<file path="src/rtl/pri_pkg.sv">
package pri_pkg;
  localparam int PA_W    = 56;
  localparam int PAGE_LG = 12;
  localparam int TAG_W   = PA_W - PAGE_LG;
  localparam int LG_W    = 6;

  typedef enum logic [0:0] {ST_IDLE, ST_WALK} walk_st_t;
endpackage

</file>
<file path="src/rtl/pri_decode.sv">
module pri_decode
  import pri_pkg::*;
(
  input  logic [63:0]     op_i,
  input  logic [1:0]      gran_sel_i,
  input  logic [3:0]      pa_width_i,
  output logic            bad_o,
  output logic [PA_W-1:0] base_o,
  output logic [PA_W:0]   limit_o
);
  logic [LG_W-1:0] gran_lg, size_lg, eff_lg, pa_bits;
  logic            gran_bad, size_bad, misal, above;
  logic [3:0]      ext;
  logic [PA_W-1:0] raw;
  logic            unused_hi;

  assign unused_hi = ^op_i[63:48];

  always_comb begin
    gran_bad = 1'b0;
    unique case (gran_sel_i)
      2'd0:    gran_lg = 6'd12;
      2'd2:    gran_lg = 6'd14;
      2'd1:    gran_lg = 6'd16;
      default: begin gran_lg = 6'd12; gran_bad = 1'b1; end
    endcase
  end

  always_comb begin
    size_bad = 1'b0;
    unique case (op_i[47:44])
      4'd0:    size_lg = 6'd12;
      4'd1:    size_lg = 6'd14;
      4'd2:    size_lg = 6'd16;
      4'd3:    size_lg = 6'd21;
      4'd4:    size_lg = 6'd25;
      4'd5:    size_lg = 6'd29;
      4'd6:    size_lg = 6'd30;
      4'd7:    size_lg = 6'd34;
      4'd8:    size_lg = 6'd36;
      4'd9:    size_lg = 6'd39;
      default: begin size_lg = 6'd12; size_bad = 1'b1; end
    endcase
  end

  always_comb begin
    unique case (pa_width_i)
      4'd0:    pa_bits = 6'd32;
      4'd1:    pa_bits = 6'd36;
      4'd2:    pa_bits = 6'd40;
      4'd3:    pa_bits = 6'd42;
      4'd4:    pa_bits = 6'd44;
      4'd6:    pa_bits = 6'd52;
      4'd7:    pa_bits = 6'd56;
      default: pa_bits = 6'd48;
    endcase
  end

  assign eff_lg = (size_lg > gran_lg) ? size_lg : gran_lg;
  assign ext    = (pa_width_i == 4'd7) ? op_i[43:40] : 4'd0;
  assign raw    = {ext, op_i[39:0], {PAGE_LG{1'b0}}};
  assign base_o = raw & ~((PA_W'(1) << gran_lg) - PA_W'(1));
  assign misal  = |(base_o & ((PA_W'(1) << eff_lg) - PA_W'(1)));
  assign above  = (pa_bits < LG_W'(PA_W)) && |(base_o >> pa_bits);
  assign limit_o = {1'b0, base_o} + ((PA_W+1)'(1) << eff_lg);
  assign bad_o   = gran_bad | size_bad | misal | above;
endmodule

</file>
<file path="src/rtl/pri_entry_store.sv">
module pri_entry_store
  import pri_pkg::*;
#(
  parameter int N_ENTRIES = 16,
  localparam int IDX_W = $clog2(N_ENTRIES)
) (
  input  logic             clk_i,
  input  logic             rst_ni,
  input  logic             wr_en_i,
  input  logic [IDX_W-1:0] wr_idx_i,
  input  logic [TAG_W-1:0] wr_tag_i,
  input  logic             clr_en_i,
  input  logic [IDX_W-1:0] clr_idx_i,
  input  logic [IDX_W-1:0] rd_idx_i,
  output logic             rd_valid_o,
  output logic [TAG_W-1:0] rd_tag_o,
  input  logic [TAG_W-1:0] lk_tag_i,
  output logic             lk_hit_o
);
  logic [N_ENTRIES-1:0] vld_q, hit_vec;
  logic [TAG_W-1:0]     tag_q [N_ENTRIES];

  for (genvar g = 0; g < N_ENTRIES; g++) begin : g_ent
    always_ff @(posedge clk_i or negedge rst_ni) begin
      if (!rst_ni) begin
        vld_q[g] <= 1'b0;
        tag_q[g] <= '0;
      end else if (wr_en_i && wr_idx_i == IDX_W'(g)) begin
        vld_q[g] <= 1'b1;
        tag_q[g] <= wr_tag_i;
      end else if (clr_en_i && clr_idx_i == IDX_W'(g)) begin
        vld_q[g] <= 1'b0;
      end
    end
    assign hit_vec[g] = vld_q[g] && (tag_q[g] == lk_tag_i);
  end

  assign rd_valid_o = vld_q[rd_idx_i];
  assign rd_tag_o   = tag_q[rd_idx_i];
  assign lk_hit_o   = |hit_vec;
endmodule

</file>
<file path="src/rtl/pri_walker.sv">
module pri_walker
  import pri_pkg::*;
#(
  parameter int N_ENTRIES = 16,
  localparam int IDX_W = $clog2(N_ENTRIES)
) (
  input  logic             clk_i,
  input  logic             rst_ni,
  input  logic             req_valid_i,
  output logic             req_ready_o,
  input  logic [1:0]       req_el_i,
  input  logic             dec_bad_i,
  input  logic [PA_W-1:0]  dec_base_i,
  input  logic [PA_W:0]    dec_limit_i,
  output logic [IDX_W-1:0] rd_idx_o,
  input  logic             rd_valid_i,
  input  logic [TAG_W-1:0] rd_tag_i,
  output logic             clr_en_o,
  output logic             done_o,
  output logic             undef_o,
  output logic             noop_o
);
  walk_st_t         st_q;
  logic [IDX_W-1:0] idx_q;
  logic [PA_W-1:0]  base_q;
  logic [PA_W:0]    limit_q;
  logic             done_q, undef_q, noop_q;
  logic [PA_W-1:0]  ent_addr;
  logic             accept, last;

  assign accept   = req_valid_i && (st_q == ST_IDLE);
  assign last     = (idx_q == IDX_W'(N_ENTRIES - 1));
  assign ent_addr = {rd_tag_i, {PAGE_LG{1'b0}}};
  assign clr_en_o = (st_q == ST_WALK) && rd_valid_i &&
                    (ent_addr >= base_q) && ({1'b0, ent_addr} < limit_q);

  always_ff @(posedge clk_i or negedge rst_ni) begin
    if (!rst_ni) begin
      st_q    <= ST_IDLE;
      idx_q   <= '0;
      base_q  <= '0;
      limit_q <= '0;
      done_q  <= 1'b0;
      undef_q <= 1'b0;
      noop_q  <= 1'b0;
    end else begin
      done_q  <= 1'b0;
      undef_q <= 1'b0;
      noop_q  <= 1'b0;
      if (accept) begin
        if (req_el_i != 2'd3) begin
          done_q  <= 1'b1;
          undef_q <= 1'b1;
        end else if (dec_bad_i) begin
          done_q <= 1'b1;
          noop_q <= 1'b1;
        end else begin
          st_q    <= ST_WALK;
          idx_q   <= '0;
          base_q  <= dec_base_i;
          limit_q <= dec_limit_i;
        end
      end else if (st_q == ST_WALK) begin
        idx_q <= idx_q + IDX_W'(1);
        if (last) begin
          st_q   <= ST_IDLE;
          done_q <= 1'b1;
        end
      end
    end
  end

  assign req_ready_o = (st_q == ST_IDLE);
  assign rd_idx_o    = idx_q;
  assign done_o      = done_q;
  assign undef_o     = undef_q;
  assign noop_o      = noop_q;
endmodule

</file>
<file path="src/rtl/pa_range_inval.sv">
module pa_range_inval
  import pri_pkg::*;
#(
  parameter int N_ENTRIES = 16,
  localparam int IDX_W = $clog2(N_ENTRIES)
) (
  input  logic             clk_i,
  input  logic             rst_ni,
  input  logic             req_valid_i,
  output logic             req_ready_o,
  input  logic [63:0]      req_op_i,
  input  logic [1:0]       req_el_i,
  input  logic [1:0]       gran_sel_i,
  input  logic [3:0]       pa_width_i,
  output logic             done_o,
  output logic             undef_o,
  output logic             noop_o,
  input  logic             fill_valid_i,
  output logic             fill_ready_o,
  input  logic [IDX_W-1:0] fill_idx_i,
  input  logic [PA_W-1:0]  fill_addr_i,
  input  logic [PA_W-1:0]  lkup_addr_i,
  output logic             lkup_hit_o
);
  logic             dec_bad, rd_valid, clr_en;
  logic [PA_W-1:0]  dec_base;
  logic [PA_W:0]    dec_limit;
  logic [IDX_W-1:0] rd_idx;
  logic [TAG_W-1:0] rd_tag;
  logic             unused_lo;

  assign unused_lo = ^{fill_addr_i[PAGE_LG-1:0], lkup_addr_i[PAGE_LG-1:0]};

  pri_decode u_dec (
    .op_i       (req_op_i),
    .gran_sel_i (gran_sel_i),
    .pa_width_i (pa_width_i),
    .bad_o      (dec_bad),
    .base_o     (dec_base),
    .limit_o    (dec_limit)
  );

  pri_walker #(.N_ENTRIES(N_ENTRIES)) u_walk (
    .clk_i       (clk_i),
    .rst_ni      (rst_ni),
    .req_valid_i (req_valid_i),
    .req_ready_o (req_ready_o),
    .req_el_i    (req_el_i),
    .dec_bad_i   (dec_bad),
    .dec_base_i  (dec_base),
    .dec_limit_i (dec_limit),
    .rd_idx_o    (rd_idx),
    .rd_valid_i  (rd_valid),
    .rd_tag_i    (rd_tag),
    .clr_en_o    (clr_en),
    .done_o      (done_o),
    .undef_o     (undef_o),
    .noop_o      (noop_o)
  );

  // writes share the idle window with requests: none can land mid-walk
  assign fill_ready_o = req_ready_o;

  pri_entry_store #(.N_ENTRIES(N_ENTRIES)) u_store (
    .clk_i      (clk_i),
    .rst_ni     (rst_ni),
    .wr_en_i    (fill_valid_i && fill_ready_o),
    .wr_idx_i   (fill_idx_i),
    .wr_tag_i   (fill_addr_i[PA_W-1:PAGE_LG]),
    .clr_en_i   (clr_en),
    .clr_idx_i  (rd_idx),
    .rd_idx_i   (rd_idx),
    .rd_valid_o (rd_valid),
    .rd_tag_o   (rd_tag),
    .lk_tag_i   (lkup_addr_i[PA_W-1:PAGE_LG]),
    .lk_hit_o   (lkup_hit_o)
  );
endmodule

</file>
<file path="config.mk">
export PLATFORM = sky130hd
export DESIGN_NAME = pa_range_inval
export DESIGN_NICKNAME = d
export VERILOG_FILES = /design/src/rtl/pri_pkg.sv /design/src/rtl/pri_decode.sv /design/src/rtl/pri_entry_store.sv /design/src/rtl/pri_walker.sv /design/src/rtl/pa_range_inval.sv
export SDC_FILE = /design/constraint.sdc
export NUM_CORES = 2
export LEC_CHECK = 0
export ABC_AREA = 1
export BUFFER_PORTS_ARGS = -buffer_cell sky130_fd_sc_hd__buf_2
export CAP_MARGIN = 20
export CORE_MARGIN = 3
export CORE_UTILIZATION = 40
export DETAILED_ROUTE_END_ITERATION = 10
export PLACE_DENSITY_LB_ADDON = 0.2
export SYNTH_ARGS = -nofsm -noshare
export SYNTH_HDL_FRONTEND = slang
export SYNTH_HIERARCHICAL = 1
export SYNTH_SLANG_ARGS = --single-unit
</file>
<file path="constraint.sdc">
create_clock -name clk_i -period 7.36 [get_ports clk_i]
set_clock_uncertainty 0.05 [all_clocks]
set_input_delay 1.84 -clock clk_i [delete_from_list [all_inputs] [get_ports clk_i]]
set_output_delay 1.84 -clock clk_i [all_outputs]
set_load 0.03 [all_outputs]
</file>
; After elaboration in Yosys (flattened, before gate mapping)
; Cells that the tools add are included.
[word_totals]
ff_bits = 841
input_bits = 192
wordCells = 275
[op_classes]
bitwise_logic = 10
shift = 4
n_lt_le_gt_ge = 6
eq_ne = 66
muxes = 62
add_sub_neg = 4
n_reduce_logical = 84
[ops]
columns = operator, n
row1 = 44-bit == test, 16
row2 = 44-bit binary-select mux with 4-bit select, 1
row3 = 56-bit bitwise AND, 2
row4 = 56-bit OR reduction, 2
row5 = 56-bit by 1-bit subtractor with 56-bit output (second input constant), 2
row6 = 44-bit 2-to-1 mux, 2
row7 = 4-bit == test (second input constant), 18
row8 = 4-bit by 3-bit == test with 1-bit output (second input constant), 15
row9 = 56-bit by 57-bit adder with 57-bit output, 1
row10 = 56-bit by 57-bit less-than comparator with 1-bit output, 1
row11 = 1-bit by 6-bit << shifter with 57-bit output (first input constant), 1
row12 = 56-bit >= comparator, 1
row13 = 56-bit inverter, 1
row14 = 1-bit by 5-bit << shifter with 56-bit output (first input constant), 1
row15 = 1-bit by 6-bit << shifter with 56-bit output (first input constant), 1
row16 = 56-bit by 6-bit >> shifter with 56-bit output, 1
row17 = 1-bit logical AND, 54
row18 = 6-bit case mux with 9 select lines, 1
row19 = 1-bit 2-to-1 mux, 49
row20 = 5-bit case mux with 7 select lines, 1
row21 = 2-bit nonzero test, 17
row22 = 4-bit by 2-bit == test with 1-bit output (second input constant), 8
row23 = 4-bit 2-to-1 mux, 5
row24 = 4-bit by 1-bit == test with 1-bit output (second input constant), 4
row25 = 21 further kinds, 31

; Longest topological paths before layout
[depth]
ltp_word = 13
mapped_depth = 36
mapped_depth_nobuf = 36

; Cells and area by module
; Netlist, hierarchy kept.
[by_module_without_submodules]
columns = module, area_per_inst_um2, cells_per_inst, seq_area_each_um2, instances
row1 = pri_entry_store, 43387.9, 6337, 18017.3, 1
row2 = pri_walker, 6942.9, 853, 3027.9, 1
row3 = pri_decode, 3962.6, 722, 0.0, 1
row4 = pa_range_inval, 15.0, 3, 0.0, 1

; Worst setup path before layout
; Ideal clock, no wire load.
[synth_path]
path_type = input to register
start = input req_op_i[46]
end = register u_walk.limit_q[52]
setup_time_ps = 83
cell_stages = 30
slack_ps = 1895
arrival_time_ps = 5332
path_cell_list = o21ai_0 nand3_1 nor2_1 inv_1 ha_1 nand2_1 nor2_1 nand3_1 nor2_2 nand2_4 nand3_1 nand2_4 inv_4 nand3_2 inv_1 ha_1 inv_1 fa_1 o21ai_1 a21oi_1 o21ai_1 a21oi_1 inv_1 nand2_1 nand2_1 nand4_1 nand2_1 xor2_1 nand2_1 o21ai_0
[synth_rtl]
columns = element, line_no
row1 = from (decl), pa_range_inval.sv:11  ; input logic [63:0] req_op_i,
row2 = 4-bit == test (tied with other cells), pri_decode.sv:31  ; unique case (op_i[47:44])
row3 = 6-bit case mux with 9 select lines (*), pri_decode.sv:31
row4 = 6-bit by 5-bit > comparator with 1-bit output, pri_decode.sv:59  ; assign eff_lg = (size_lg > gran_lg) ? size_lg : gran_lg;
row5 = 6-bit 2-to-1 mux (*), pri_decode.sv:59
row6 = 1-bit by 6-bit << shifter with 57-bit output (*), pri_decode.sv:65  ; assign limit_o = {1'b0, base_o} + ((PA_W+1)'(1) << eff_lg);
row7 = 56-bit by 57-bit adder with 57-bit output (*), pri_decode.sv:65
row8 = net dec_limit[52], pa_range_inval.sv:27  ; logic [PA_W:0] dec_limit;
row9 = to (signal assigned), pri_walker.sv:61  ; limit_q <= dec_limit_i;
row10 = to (decl), pri_walker.sv:26  ; logic [PA_W:0] limit_q;
; The timed path passes the listed nets; every way through them passes the cells marked *.
; A chain may end at the register's enable or synchronous reset.

; Worst setup path in the final report
[layout_path]
start = input lkup_addr_i[54]
end = output lkup_hit_o
[layout_via]
elab_chain_len = 3
[layout_lines]
columns = element, line_no
row1 = from (decl), pa_range_inval.sv:22  ; input logic [PA_W-1:0] lkup_addr_i,
row2 = 44-bit == test, pri_entry_store.sv:35  ; assign hit_vec[g] = vld_q[g] && (tag_q[g] == lk_tag_i);
row3 = 1-bit logical AND, pri_entry_store.sv:35
row4 = 16-bit OR reduction (*), pri_entry_store.sv:40  ; assign lk_hit_o = |hit_vec;
row5 = to (decl), pa_range_inval.sv:23  ; output logic lkup_hit_o
; Mark *: on every way between the ends. The rest lies on a longest branch, timed or not.

==> impl_results.md <==
- Maximum frequency from static timing analysis: 146 MHz
- Post-Route WL: 307,000 um
- Number of endpoints failing setup at the final stage: 0
- Met2 usage: 0.600
- Count of endpoints failing hold in the final timing report: 0
- Class of the tightest hold or removal check: register to register
- Data arrival, critical path: between 4000 and 5000 ps
- Capture instance of the worst register-to-register path: u_store/vld_q[0]
- Post-CTS sizing: 0
- Number of hold-repair buffers added at the cts stage: 0
- Peak fanout along the critical path: 15
- Start of the worst register-to-register path: u_walk/rd_idx_o[1]
- Result of the run: complete, no violations
- Final net count: 8,181
- Count of clock tree sinks: 841
- Area added between synthesis and finish: 10.4%
- Sequential fraction of the synthesis area: 0.388
- Final critical-path share of the clock period: 0.931
- Effective utilization at floorplan: 0.405
- Detailed placement HPWL: 230,000 um
- R2R setup slack: 1640 ps
- Required time worst endpoint: 5470 ps
- Maximum capacitance violations: 0
- WHS Endpoint: u_walk/base_q[0]
- Area fraction of the dominant cell type after synthesis: 0.388
- Worst IR Drop VDD: 373 uV
- Most heavily used metal layer in global routing: met2
- Insertion delay to the later sink of the worst-skew pair: roughly 760 ps
- Top FF cell, synth: dfrtp_1
- Cells after Synth: 7,915
- Number of warning messages in the yosys log: 6
- Transition time at the pin with the least slew margin: 1270 ps
- Number of buffers between clock root and the deepest sink: 3
- Flip-flop and latch count after synthesis: 841
- Port Buf Inserts: around 160
- Top area cells in the synthesized netlist: dfrtp_1 (39%), nand2_1 (16%), o21ai_0 (12%), inv_1 (6.3%), nor2_1 (3.6%)
- Total via count after detailed routing: 57,300
- Critical hold path startpoint: u_walk/base_q[0]
- First-pass GRT wire length: 417,000 um
- H-Tree Depth: 3
- Routability congestion estimate from global placement: approximately 1.1
- Critical Setup Path Class: input port to output pin
- Clock tree from TritonCTS: done
- Number of ports placed on the die boundary: ~200
- Antenna violations before repair: 40
- Count of flip-flops with a built-in enable after synthesis: 0
- Depth of the worst register-to-register path: 16
- Total number of placement rows: ~130
- Final critical path time including I/O delays and setup: 6850 ps
- Netlist Area Pre-Place: 0.0543 sq mm
- Largest net degree at the start of global routing: between 150 and 200
- Count of distinct cell types in the synthesized netlist: 51
- Clock buffer count from CTS: approximately 100
- Vias/cell: 5.89
- Clock input transition at the sequential cells of the worst setup and hold paths: 50 ps
- Total Routing Usage GR: 0.425
- Number of remaining DRC errors: 0
- Leading cell types in the layout, fill and taps excluded: nand2_1 (2,332), o21ai_0 (1,309), inv_1 (913), dfrtp_1 (837), nor2_1 (522)
- CP Launch Type: input port
- Worst slew margin relative to its limit: 0.153
- Post-route setup TNS: 0 ps
- Share of synthesized flip-flops with an asynchronous set or reset: 1.00
- Post-CTS setup repair buffer count: 0
- Global routing met1 resource utilization: 0.551
- RSZ-0062 raised after global routing: no
- Mean Syn Cell Area: 6.86 sq um
- CP endpoint kind: output pin
- Number of global-route vias before repair: roughly 50,000
- Commonest non-fill, non-tap cell in the layout: nand2_1
- Die width: 374 um
- Number of pins exceeding their max-slew limit in the final report: 0
- Number of nets with antenna violations after routing: 0
- DR pass1 iterations: 9
- Post-detailed-route wirelength per cell: 31.6 um
- Number of cells on the worst hold path: 2
- Total power consumption of the routed design: 26.1 mW
- Overall die area: 0.140 sq mm
- First-iteration detailed-routing DRC count: just under 10,000
- Cell accounting for the most synthesized area: dfrtp_1
- Lkg Pwr: 29.2 nW
- Met3 routing resource usage after global routing: 0.122
- Root Driver: clkbuf_16
- Layout cells sized above 1: 0.0679
- Power per cell area: ~440 mW/mm^2
- Vert. Die Dim: 374 um
- Total congestion overflow after global routing: 0
- CORE AREA: roughly 0.13 sq mm
==> per-stage QoR <==
stage	instance area [sq um]	worst slack (ps)	hold WS, ps	util	instances
6_report	60000	510	419	0.447	9717
3_3_place_gp	56300	825	404	0.420	9509
5_1_grt	59900	556	442	0.447	9699
3_5_place_dp	56300	836	409	0.420	9509
2_1_floorplan	54500	1900	393	-	7971
4_1_cts	59900	844	423	0.447	9697
==> worst max path at each step <==
stage,slack (ps),cells after the start,end,start
after floorplan,1900,30,u_walk/limit_q[52],req_op_i[46]
after global placement,820,30,u_walk/limit_q[50],req_op_i[45]
after detailed placement,840,13,lkup_hit_o,lkup_addr_i[54]
after CTS,840,13,lkup_hit_o,lkup_addr_i[54]
after global routing,560,15,lkup_hit_o,lkup_addr_i[54]
final,510,15,lkup_hit_o,lkup_addr_i[54]
==> metal layers <==
metal / wire (um) / share of wire / up-vias
met4: 27600 / 0.090 / 16
met2: 124000 / 0.40 / 3879
li1: - / - / 25100
met3: 37400 / 0.12 / 801
met1: 118000 / 0.38 / 27500
met5: 191 / 0.00062 / -
==> registers in the layout (all words and copies together), names as in the netlist <==
signal and count:
u_walk/st_q 1, u_walk/done_o 1, u_walk/noop_o 1, u_store/tag_q 704
u_walk/rd_idx_o 4, u_walk/base_q 56, u_walk/limit_q 57, u_store/vld_q 16
u_walk/undef_o 1
==> cell usage after synthesis (all sizes together), types with 3 or more instances <==
cell    number
clkinv       5
nor2       539
nand4      104
inv        936
dfrtp      841
o21a        12
a21o         8
xor2        45
clkbuf     253
ha         142
nand2     2346
nor3        13
a31oi       13
nor4         3
o211ai      52
o31ai        3
o22ai        7
nand3      279
xnor2      219
o21ai     1396
or2         17
a21boi       9
o21bai       6
a21oi      378
buf        255
o221ai      21
==> where the power goes <==
part	leakage, nW	switching, mW	internal (mW)	total, mW
Clock	1.75	2.27	3.25	5.52
Sequential	10.2	2.20	6.30	8.50
Combinational	17.2	8.79	3.27	12.1
==> worst max-delay path: stages <==
cell and delay [ps]:
buf_2 240, inv_1 980, o21ai_0 200, inv_1 100
nand2_1 50, nor2_1 510, nand2_1 200, nor2_1 150
nand3_1 80, nand2_1 80, inv_1 50, nand2_1 50
nor2_1 40, nand2_1 140, buf_2 230
==> cell families (layout without fill, tap and decap cells) <==
logic type | count (synthesis) | count (layout) | synth area share
AOI/OAI and AO/OA | 1911 | 1911 | 0.183
xor gates and xnor gates | 264 | 264 | 0.0426
adders and majority gates | 143 | 143 | 0.0331
buffers and inverters | 1449 | 1407 | 0.111
DFF | 841 | 841 | 0.388
other | 2 | 78 | 0.000138
and+or+nand+nor | 3305 | 3305 | 0.243
==> cell type report <==
class | instances | area [sq um]
timing repair buffer | 278 | 1900
clock inverter | 38 | 524
multi-input combinational | 5681 | 27600
fill | 14300 | 74200
sequential | 841 | 21100
clock buffer | 150 | 3060
antenna | 20 | 50.0
inverter | 941 | 3550
tap | 1768 | 2210
(Power assumes the default switching activity.)
